### config.mk
export PLATFORM = sky130hd
export DESIGN_NAME = victim_buffer
export DESIGN_NICKNAME = d
export VERILOG_FILES = /design/src/rtl/vbuf_pkg.sv /design/src/rtl/vbuf_match.sv /design/src/rtl/vbuf_store.sv /design/src/rtl/vbuf_resp.sv /design/src/rtl/victim_buffer.sv
export SDC_FILE = /design/constraint.sdc
export NUM_CORES = 2
export LEC_CHECK = 0
export ABC_CLOCK_PERIOD_IN_PS = 11600
export BUFFER_PORTS_ARGS = -buffer_cell sky130_fd_sc_hd__buf_2
export CORE_UTILIZATION = 45
export CTS_CLUSTER_DIAMETER = 40
export DETAILED_ROUTE_END_ITERATION = 10
export GPL_ROUTABILITY_DRIVEN = 0
export HOLD_SLACK_MARGIN = 0.15
export SYNTH_ARGS = -nofsm -noshare
export SYNTH_HDL_FRONTEND = slang
export SYNTH_SLANG_ARGS = --single-unit
### constraint.sdc
create_clock -name clk -period 11.6 [get_ports clk]
set_clock_uncertainty 0.15 [all_clocks]
set_input_delay 3.48 -clock clk [delete_from_list [all_inputs] [get_ports clk]]
set_output_delay 3.48 -clock clk [all_outputs]
set_load 0.05 [all_outputs]
### src/rtl/vbuf_pkg.sv
package vbuf_pkg;

    localparam int unsigned VB_ENTRIES_DEF = 8;
    localparam int unsigned VB_ADDR_W_DEF  = 26;
    localparam int unsigned VB_DATA_W_DEF  = 64;

    // How an insert lands in the slot array this cycle
    typedef enum logic [1:0] {
        FILL_NONE   = 2'd0,
        FILL_APPEND = 2'd1,
        FILL_ROLL   = 2'd2
    } fill_mode_e;

    function automatic fill_mode_e pick_fill(input logic ins, input logic room);
        if (!ins)
            return FILL_NONE;
        else if (room)
            return FILL_APPEND;
        else
            return FILL_ROLL;
    endfunction

endpackage

### src/rtl/vbuf_match.sv
module vbuf_match #(
    parameter int unsigned ENTRIES = 8,
    parameter int unsigned ADDR_W  = 26,
    parameter int unsigned DATA_W  = 64,
    parameter int unsigned IDX_W   = 3
) (
    input  logic                             prb_valid,
    input  logic [ADDR_W-1:0]                prb_addr,
    input  logic [ENTRIES-1:0]               slot_valid,
    input  logic [ENTRIES-1:0][ADDR_W-1:0]   slot_addr,
    input  logic [ENTRIES-1:0][DATA_W-1:0]   slot_data,
    input  logic [ENTRIES-1:0]               slot_dirty,
    output logic [ENTRIES-1:0]               hit_vec,
    output logic                             hit_any,
    output logic [IDX_W-1:0]                 hit_idx,
    output logic [DATA_W-1:0]                hit_data,
    output logic                             hit_dirty
);

    // One comparator per slot, all in parallel
    for (genvar i = 0; i < ENTRIES; i++) begin : g_cmp
        assign hit_vec[i] = prb_valid & slot_valid[i] & (slot_addr[i] == prb_addr);
    end

    assign hit_any = |hit_vec;

    // AND-OR select driven by the one-hot match vector
    always_comb begin
        hit_data  = '0;
        hit_dirty = 1'b0;
        hit_idx   = '0;
        for (int i = 0; i < ENTRIES; i++) begin
            if (hit_vec[i]) begin
                hit_data  = hit_data | slot_data[i];
                hit_dirty = hit_dirty | slot_dirty[i];
                hit_idx   = hit_idx | IDX_W'(i);
            end
        end
    end

endmodule

### src/rtl/vbuf_store.sv
module vbuf_store
    import vbuf_pkg::*;
#(
    parameter int unsigned ENTRIES = 8,
    parameter int unsigned ADDR_W  = 26,
    parameter int unsigned DATA_W  = 64,
    parameter int unsigned IDX_W   = 3,
    parameter int unsigned CNT_W   = 4
) (
    input  logic                             clk,
    input  logic                             rst,
    input  logic                             rm_en,
    input  logic [IDX_W-1:0]                 rm_idx,
    input  fill_mode_e                       mode,
    input  logic [ADDR_W-1:0]                new_addr,
    input  logic [DATA_W-1:0]                new_data,
    input  logic                             new_dirty,
    output logic [ENTRIES-1:0]               slot_valid,
    output logic [ENTRIES-1:0][ADDR_W-1:0]   slot_addr,
    output logic [ENTRIES-1:0][DATA_W-1:0]   slot_data,
    output logic [ENTRIES-1:0]               slot_dirty
);

    // Slot 0 is always the oldest block; valid slots stay packed from 0 upward.
    logic [ENTRIES-1:0]              s1_v, nx_v;
    logic [ENTRIES-1:0][ADDR_W-1:0]  s1_a, nx_a;
    logic [ENTRIES-1:0][DATA_W-1:0]  s1_d, nx_d;
    logic [ENTRIES-1:0]              s1_m, nx_m;
    logic [CNT_W-1:0]                occ, occ_after;

    always_comb begin
        occ = '0;
        for (int i = 0; i < ENTRIES; i++)
            occ = occ + CNT_W'(slot_valid[i]);
        occ_after = occ - CNT_W'(rm_en);
    end

    for (genvar i = 0; i < ENTRIES; i++) begin : g_slot
        logic close_gap;
        logic put_here;
        logic rolling;

        assign close_gap = rm_en && (IDX_W'(i) >= rm_idx);
        assign rolling   = (mode == FILL_ROLL);
        assign put_here  = ((mode == FILL_APPEND) && (occ_after == CNT_W'(i))) ||
                           (rolling && (i == ENTRIES - 1));

        if (i == ENTRIES - 1) begin : g_top
            // stage 1: the topmost slot empties when a gap closes below it
            assign s1_v[i] = close_gap ? 1'b0 : slot_valid[i];
            assign s1_a[i] = slot_addr[i];
            assign s1_d[i] = slot_data[i];
            assign s1_m[i] = slot_dirty[i];
            // stage 2: the newest block lands here on a roll
            assign nx_v[i] = put_here ? 1'b1      : s1_v[i];
            assign nx_a[i] = put_here ? new_addr  : s1_a[i];
            assign nx_d[i] = put_here ? new_data  : s1_d[i];
            assign nx_m[i] = put_here ? new_dirty : s1_m[i];
        end else begin : g_low
            assign s1_v[i] = close_gap ? slot_valid[i+1] : slot_valid[i];
            assign s1_a[i] = close_gap ? slot_addr[i+1]  : slot_addr[i];
            assign s1_d[i] = close_gap ? slot_data[i+1]  : slot_data[i];
            assign s1_m[i] = close_gap ? slot_dirty[i+1] : slot_dirty[i];
            assign nx_v[i] = put_here ? 1'b1      : (rolling ? s1_v[i+1] : s1_v[i]);
            assign nx_a[i] = put_here ? new_addr  : (rolling ? s1_a[i+1] : s1_a[i]);
            assign nx_d[i] = put_here ? new_data  : (rolling ? s1_d[i+1] : s1_d[i]);
            assign nx_m[i] = put_here ? new_dirty : (rolling ? s1_m[i+1] : s1_m[i]);
        end
    end

    always_ff @(posedge clk) begin
        if (rst) begin
            slot_valid <= '0;
            slot_addr  <= '0;
            slot_data  <= '0;
            slot_dirty <= '0;
        end else begin
            slot_valid <= nx_v;
            slot_addr  <= nx_a;
            slot_data  <= nx_d;
            slot_dirty <= nx_m;
        end
    end

endmodule

### src/rtl/vbuf_resp.sv
module vbuf_resp #(
    parameter int unsigned ADDR_W = 26,
    parameter int unsigned DATA_W = 64
) (
    input  logic              clk,
    input  logic              rst,
    input  logic              hit_any,
    input  logic [DATA_W-1:0] hit_data,
    input  logic              hit_dirty,
    input  logic              ev_fire,
    input  logic [ADDR_W-1:0] head_addr,
    input  logic [DATA_W-1:0] head_data,
    output logic              rsp_hit,
    output logic [DATA_W-1:0] rsp_data,
    output logic              rsp_dirty,
    output logic              ev_valid,
    output logic [ADDR_W-1:0] ev_addr,
    output logic [DATA_W-1:0] ev_data
);

    always_ff @(posedge clk) begin
        if (rst) begin
            rsp_hit   <= 1'b0;
            rsp_data  <= '0;
            rsp_dirty <= 1'b0;
            ev_valid  <= 1'b0;
            ev_addr   <= '0;
            ev_data   <= '0;
        end else begin
            rsp_hit   <= hit_any;
            rsp_data  <= hit_data;
            rsp_dirty <= hit_dirty;
            ev_valid  <= ev_fire;
            ev_addr   <= head_addr;
            ev_data   <= head_data;
        end
    end

endmodule

### src/rtl/victim_buffer.sv
module victim_buffer
    import vbuf_pkg::*;
#(
    parameter int unsigned ENTRIES = VB_ENTRIES_DEF,
    parameter int unsigned ADDR_W  = VB_ADDR_W_DEF,
    parameter int unsigned DATA_W  = VB_DATA_W_DEF
) (
    input  logic              clk,
    input  logic              rst,
    input  logic              ins_valid,
    input  logic [ADDR_W-1:0] ins_addr,
    input  logic [DATA_W-1:0] ins_data,
    input  logic              ins_dirty,
    input  logic              prb_valid,
    input  logic [ADDR_W-1:0] prb_addr,
    output logic              rsp_hit,
    output logic [DATA_W-1:0] rsp_data,
    output logic              rsp_dirty,
    output logic              ev_valid,
    output logic [ADDR_W-1:0] ev_addr,
    output logic [DATA_W-1:0] ev_data
);

    localparam int unsigned IDX_W = (ENTRIES > 1) ? $clog2(ENTRIES) : 1;
    localparam int unsigned CNT_W = $clog2(ENTRIES + 1);

    logic [ENTRIES-1:0]              slot_valid;
    logic [ENTRIES-1:0][ADDR_W-1:0]  slot_addr;
    logic [ENTRIES-1:0][DATA_W-1:0]  slot_data;
    logic [ENTRIES-1:0]              slot_dirty;

    logic [ENTRIES-1:0] hit_vec;
    logic               hit_any;
    logic [IDX_W-1:0]   hit_idx;
    logic [DATA_W-1:0]  hit_data;
    logic               hit_dirty;

    logic       room;
    fill_mode_e mode;
    logic       ev_fire;

    vbuf_match #(
        .ENTRIES(ENTRIES), .ADDR_W(ADDR_W), .DATA_W(DATA_W), .IDX_W(IDX_W)
    ) u_match (
        .prb_valid (prb_valid),
        .prb_addr  (prb_addr),
        .slot_valid(slot_valid),
        .slot_addr (slot_addr),
        .slot_data (slot_data),
        .slot_dirty(slot_dirty),
        .hit_vec   (hit_vec),
        .hit_any   (hit_any),
        .hit_idx   (hit_idx),
        .hit_data  (hit_data),
        .hit_dirty (hit_dirty)
    );

    // A hit frees a slot this cycle, so a full buffer still has room then.
    assign room    = ~(&slot_valid) | hit_any;
    assign mode    = pick_fill(ins_valid, room);
    assign ev_fire = (mode == FILL_ROLL) & slot_dirty[0];

    vbuf_store #(
        .ENTRIES(ENTRIES), .ADDR_W(ADDR_W), .DATA_W(DATA_W),
        .IDX_W(IDX_W), .CNT_W(CNT_W)
    ) u_store (
        .clk       (clk),
        .rst       (rst),
        .rm_en     (hit_any),
        .rm_idx    (hit_idx),
        .mode      (mode),
        .new_addr  (ins_addr),
        .new_data  (ins_data),
        .new_dirty (ins_dirty),
        .slot_valid(slot_valid),
        .slot_addr (slot_addr),
        .slot_data (slot_data),
        .slot_dirty(slot_dirty)
    );

    vbuf_resp #(
        .ADDR_W(ADDR_W), .DATA_W(DATA_W)
    ) u_resp (
        .clk      (clk),
        .rst      (rst),
        .hit_any  (hit_any),
        .hit_data (hit_data),
        .hit_dirty(hit_dirty),
        .ev_fire  (ev_fire),
        .head_addr(slot_addr[0]),
        .head_data(slot_data[0]),
        .rsp_hit  (rsp_hit),
        .rsp_data (rsp_data),
        .rsp_dirty(rsp_dirty),
        .ev_valid (ev_valid),
        .ev_addr  (ev_addr),
        .ev_data  (ev_data)
    );

endmodule

; ---- After elaboration in Yosys (flattened, before gate mapping)
; Index checks and enable logic that the tools add are counted.
[word_totals]
register_bits = 893
in_bits = 121
out_inout_bits = 157
wordCells = 225
[op_classes]
addsub = 8
magnitude_cmp = 8
eq_ne = 17
mux = 111
n_bitwise = 33
n_reduce_logical = 21
[op_table]
columns = op, n
row1 = 2-to-1 mux 64 bit, 29
row2 = 2-to-1 mux 26 bit, 21
row3 = bitwise OR 64 bit, 7
row4 = equality test 26 bit, 8
row5 = 2-to-1 mux 1 bit, 53
row6 = adder 4 x 1 -> 4 bit, 6
row7 = bitwise AND 1 bit, 17
row8 = "equality test 4 x 3 -> 1 bit, second input constant", 4
row9 = logical AND 1 bit, 16
row10 = ">= comparator 3 bit, first input constant", 4
row11 = 2-to-1 mux 3 bit, 4
row12 = "equality test 4 x 2 -> 1 bit, second input constant", 2
row13 = 2-to-1 mux 2 bit, 4
row14 = bitwise OR 1 bit, 8
row15 = AND reduction 8 bit, 1
row16 = OR reduction 8 bit, 1
row17 = ">= comparator 1 x 3 -> 1 bit, first input constant", 2
row18 = ">= comparator 2 x 3 -> 1 bit, first input constant", 2
row19 = "equality test 4 x 1 -> 1 bit, second input constant", 1
row20 = logical NOT 4 bit, 1
row21 = subtractor 4 x 1 -> 4 bit, 1
row22 = nonzero test 3 bit, 1
row23 = adder 1 x 1 -> 2 bit, 1
row24 = "equality test 2 x 1 -> 1 bit, second input constant", 1
row25 = 3 further kinds, 3

; ---- Longest topological paths before layout
[depth]
ltp_word = 17
ltp_mapped = 25
mapped_depth_nobuf = 21

; ---- Modules after synthesis
; Synthesis repeated with hierarchy kept, for this count alone.
[unflattened]
cells_unflattened = 5864
area_unflattened_um2 = 48342.6
[modules_own_cells]
columns = mod, instances, cells_each, area_each_um2, seq_area_each_um2
row1 = vbuf_store, 1, 4321, 36037.1, 14734.1
row2 = vbuf_match, 1, 1204, 7995.2, 0.0
row3 = vbuf_resp, 1, 331, 4242.8, 3143.0
row4 = victim_buffer, 1, 8, 67.6, 0.0

; ---- Least setup slack after synthesis
; No wires, ideal clock.
[synth_path]
path_kind = input to register
start = input port prb_addr[18]
end = register u_store.slot_addr[102] (netlist name)
setup_ns = 0.091
arrival_time_ns = 8.403
required_ns = 11.359
slack_ns = 2.956
cell_stages = 21
n_path_buf = 4
cell_sequence = buf_2 -> xor2_1 -> nor4_2 -> nand2_1 -> nor4_4 -> or4_1 -> clkbuf_1 -> nor2_1 -> inv_1 -> ha_1 -> fa_1 -> fa_1 -> inv_1 -> fa_1 -> inv_1 -> fa_1 -> or2_2 -> a311o_1 -> clkbuf_1 -> clkbuf_1 -> a311oi_1
[synth_between]
elab_cells_between_ends = 40
cone_classes = 1 x add/sub / 2 x order compare / 11 x eq/ne / 13 x mux / 9 x bitwise / 4 x reduce/logical
[synth_rtl]
columns = element, line
row1 = start: declaration, victim_buffer.sv:15  ; input logic [ADDR_W-1:0] prb_addr,
row2 = equality test 26 bit, vbuf_match.sv:22  ; assign hit_vec[i] = prb_valid & slot_valid[i] & (slot_addr[i] == prb_addr);
row3 = bitwise AND 1 bit, vbuf_match.sv:22
row4 = OR reduction 8 bit *, vbuf_match.sv:25  ; assign hit_any = |hit_vec;
row5 = via hit_any, victim_buffer.sv:33  ; logic hit_any;
row6 = "parallel branches: the longest is 5 deep, another holds subtractor 4 x 1 -> 4 bit", -
row7 = 2-to-1 mux 26 bit *, vbuf_store.sv:65  ; assign nx_a[i] = put_here ? new_addr : (rolling ? s1_a[i+1] : s1_a[i]);
row8 = end signal: assignment, vbuf_store.sv:79  ; slot_addr <= nx_a;
row9 = end: declaration, vbuf_store.sv:19  ; output logic [ENTRIES-1:0][ADDR_W-1:0] slot_addr,
; Mark *: on every way through the listed nets, which the timed path passes.
; A chain may end at the register's enable or synchronous reset.

; ---- Worst setup path after layout
[layout_path]
start = input port prb_addr[9]
end = register u_store.slot_addr[9] (netlist name)
[layout_between]
elab_cells_between_ends = 40
cone_classes = 1 x add/sub / 2 x order compare / 10 x eq/ne / 12 x mux / 9 x bitwise / 6 x reduce/logical
[layout_rtl]
columns = element, line
row1 = equality test 26 bit, vbuf_match.sv:22
row2 = bitwise AND 1 bit, vbuf_match.sv:22
row3 = OR reduction 8 bit *, vbuf_match.sv:25
row4 = via hit_any, victim_buffer.sv:33
row5 = "parallel branches: the longest is 6 deep, another holds subtractor 4 x 1 -> 4 bit", -
; Marks and branches as above.

==> key figures <==
Global route
  – Initial antenna violation count: 37
  – First-pass GRT wire length: 280000 um
  – All-layer global routing usage: 0.372
  – Vias in the first global route: 41800
  – GRT overflow: 0
  – Largest net degree at the start of global routing: 196

Clock tree
  – CTS Buf Count: 141
  – CTS tree: done
  – Post-CTS setup buffers: 0
  – Clock-pin slew on the worst setup and hold paths: 60 ps
  – Sink Count: 893
  – Later-pin clock latency in the skew report: 750 ps
  – Buffer depth of the longest clock path: 3
  – Post-CTS Hold Buffers: 0
  – # H-tree levels: 4
  – Clk root buf: clkbuf_16
  – Cts repair resizes: 0

Placement
  – Dpl cells: 6147
  – DP HPWL: 101000 um
  – Placed inst area: 0.0445 sq mm
  – PortBufs: 277

Cells and area
  – Area Overhead vs Synth: 13.9%
  – Combined area of the multi-input logic cells: 0.0226 sq mm
  – Share of cells above drive strength 1: 0.132
  – Reg area: 0.0179 sq mm
  – Fillers: 8979
  – Non-Filler Instances: 6423
  – Finished Cell Area: 0.0495 sq mm
  – Nets: 5156

Routing
  – Post-DR vias/cell: 7.01
  – Avg WL per Cell: 29.6 um
  – Antenna-violating nets left: 0
  – First drt pass iteration count: 8
  – Drt drc: 0
  – Post-Route WL: 190000 um
  – 1st-iter DRT viols: 6752
  – Via count: 45000

STA
  – Setup TNS: 0 ps
  – RSZ-0062 raised after global routing: no
  – Worst slew pin tran: 1270 ps
  – Max-slew violations: 0
  – Slew margin rel.: 0.151
  – Final Cycle Share: 0.860
  – Final Critical Period: 9970 ps
  – Max Freq: 100 MHz
  – Setup Viol. Count Final: 0
  – Hold Vio Cnt, Final: 0

Pwr
  – Total power: 9.37 mW
  – Peak VDD IR: 0.154 mV
  – Cell Pwr Density: 189 mW/mm^2
  – Static Leak: 16.1 nW

Floorplanning
  – Die footprint: 0.0978 sq mm
  – Core ar.: 0.0953 sq mm
  – Die Ht: 313 um
  – Die X: 313 um
  – Row count: 113
  – I/O pin count: 278
  – Starting density of the core: 0.456

Min path
  – HP Start: u_store.slot_data[305]
  – Worst Hold Class: flop to flop
  – Hold path depth: 2
  – End of the worst hold path: u_store.slot_data[241]

Job
  – Max-cap viol count: 0

Yosys
  – Syn Inst Count: 5225
  – Yosys warns: 0
  – Seq cells post-synth: 893
  – Post-Syn Area: 0.0434 sq mm
  – Avg Cell Area, Syn: 8.32 sq um
  – Netlist cell types: 54
  – Most common flop cell mapped by yosys: dfxtp_1
  – Post-synth ARST share: 0
  – Post-synth EDFFs: 0
  – Post-synthesis sequential area ratio: 0.411
  – Post-Synthesis Net Count: 5356

Run status
  – Run status: completed

Setup path
  – Crit end category: flop
  – Crit Path Class: primary input to flop
  – Worst R2R Path Depth: 19
  – Critical Path RT: 12090 ps
  – Arrival @ worst endpoint: 10460 ps
  – Setup crit start kind: primary input
  – R2r endpoint: u_store.slot_addr[9]
  – R2r setup slk: 4290 ps
  – Crit-path max FO: 62
  – FF-to-FF Start: u_store.slot_addr[177]
[report_power, final]
| group | switching, mW | internal, mW | leakage [nW] |
|---|---|---|---|
| registers | 0.247 | 3.34 | 7.24 |
| clock network | 1.66 | 2.82 | 2.39 |
| logic | 0.952 | 0.364 | 6.44 |
| total | 2.86 | 6.52 | 16.1 |
[layout make-up]
cell class / count / share of cell area
clock inverters: 90 / 0.0229
well taps: 1265 / 0.0320
repair buffers: 362 / 0.0464
multi-input cells: 3612 / 0.458
flip-flops and latches: 893 / 0.361
clock buffers: 168 / 0.0776
diodes: 18 / 0.000910
inverters: 15 / 0.00114
[cells by family (layout without fill, tap and decap cells)]
kind of cell / count (synthesis) / count (layout) / share of synthesized area
buffers and inverters: 720 / 635 / 0.0726
DFF: 893 / 893 / 0.411
adders and majority gates: 10 / 10 / 0.00357
and+or+nand+nor: 1853 / 1853 / 0.202
AOI/OAI and AO/OA: 1446 / 1446 / 0.247
xor gates and xnor gates: 210 / 210 / 0.0423
muxes: 93 / 93 / 0.0214
other: 0 / 18 / 0
[layout by cell type (no fill, tap or decap), types with 14 or more instances in the layout]
| master | synthesis | layout |
|---|---|---|
| dfxtp_1 | 893 | 893 |
| a311oi_1 | 615 | 615 |
| nand3_1 | 478 | 476 |
| o21ai_0 | 458 | 457 |
| nand2_1 | 400 | 399 |
| nor2_1 | 380 | 380 |
| nor3_1 | 366 | 366 |
| buf_2 | 149 | 276 |
| xor2_1 | 169 | 169 |
| clkbuf_16 | 0 | 148 |
| a22oi_1 | 131 | 131 |
| mux2i_1 | 93 | 93 |
| nor2b_1 | 90 | 90 |
| a31oi_1 | 70 | 70 |
| nor4_1 | 66 | 65 |
| a22o_1 | 65 | 65 |
| a221oi_1 | 65 | 65 |
| buf_4 | 25 | 64 |
| xnor2_1 | 41 | 41 |
| nand4_1 | 24 | 24 |
| inv_6 | 0 | 23 |
| a311oi_2 | 22 | 22 |
| buf_12 | 0 | 21 |
| bufinv_16 | 0 | 19 |
| diode_2 | 0 | 18 |
| clkinvlp_4 | 0 | 18 |
| inv_1 | 15 | 15 |
| clkinv_4 | 0 | 14 |
| clkbuf_1 | 393 | 14 |
[per-stage QoR]
| step | hold WS, ps | utilization | setup WS [ps] |
|---|---|---|---|
| after floorplan | 310 | - | 2960 |
| after global placement | 330 | 0.467 | 1340 |
| after detailed placement | 330 | 0.467 | 1150 |
| after CTS | 317 | 0.519 | 1900 |
| after global routing | 337 | 0.519 | 1500 |
| final | 313 | 0.519 | 1630 |
[layer usage]
| metal | vias to the layer above | GRT usage | wire, um |
|---|---|---|---|
| met5 | - | 0 | 218 |
| met4 | 34 | 0.184 | 8570 |
| met3 | 627 | 0.112 | 25000 |
| met2 | 3356 | 0.525 | 79100 |
| met1 | 21800 | 0.512 | 77000 |
| li1 | 19100 | - | - |
[Yosys cell counts, types with 6 or more instances]
master / instances / area share
a221oi_1: 65 / 0.013
a22o_1: 65 / 0.013
a22oi_1: 131 / 0.023
a311oi_1: 615 / 0.12
a311oi_2: 22 / 0.0076
a31oi_1: 70 / 0.010
buf_1: 40 / 0.0035
buf_2: 149 / 0.017
buf_4: 25 / 0.0043
buf_6: 8 / 0.0021
clkbuf_1: 393 / 0.034
clkbuf_2: 90 / 0.010
dfxtp_1: 893 / 0.41
ha_1: 6 / 0.0017
inv_1: 15 / 0.0013
mux2i_1: 93 / 0.021
nand2_1: 400 / 0.035
nand3_1: 478 / 0.055
nand4_1: 24 / 0.0035
nor2_1: 380 / 0.033
nor2b_1: 90 / 0.013
nor3_1: 366 / 0.042
nor4_1: 66 / 0.0095
nor4_2: 13 / 0.0037
o21ai_0: 458 / 0.053
or3_1: 7 / 0.0010
xnor2_1: 41 / 0.0083
xor2_1: 169 / 0.034
[worst max-delay path by stage]
stage / from / end / slack (ps) / depth (start not counted)
after detailed placement: prb_addr[9] / u_store.slot_addr[9] / 1150 / 20
after floorplan: prb_addr[18] / u_store.slot_addr[102] / 2960 / 21
after global routing: prb_addr[9] / u_store.slot_addr[12] / 1500 / 20
after global placement: prb_addr[9] / u_store.slot_addr[5] / 1340 / 20
after CTS: prb_addr[9] / u_store.slot_addr[9] / 1900 / 20
final: prb_addr[9] / u_store.slot_addr[9] / 1630 / 20
[state kept, by name, summed over array words and instances, names as in the netlist]
| signal | flops |
|---|---|
| u_store.slot_addr | 208 |
| u_resp.rsp_dirty | 1 |
| u_resp.ev_valid | 1 |
| u_store.slot_data | 512 |
| u_resp.rsp_data | 64 |
| u_resp.ev_addr | 26 |
| u_store.slot_dirty | 8 |
| u_store.slot_valid | 8 |
| u_resp.ev_data | 64 |
| u_resp.rsp_hit | 1 |
[worst max-delay path: stages]
cell and delay (ps):
buf_2 310, xor2_1 470, nor4_1 90, nand2_1 150
nor4_4 50, or4_1 870, nor2_1 330, inv_1 80
ha_1 290, fa_1 510, fa_1 430, inv_1 80
fa_1 190, inv_1 60, fa_1 430, xnor2_1 530
nand2b_4 580, buf_4 840, nor3_1 100, a311oi_1 310
(Power assumes the default switching activity.)
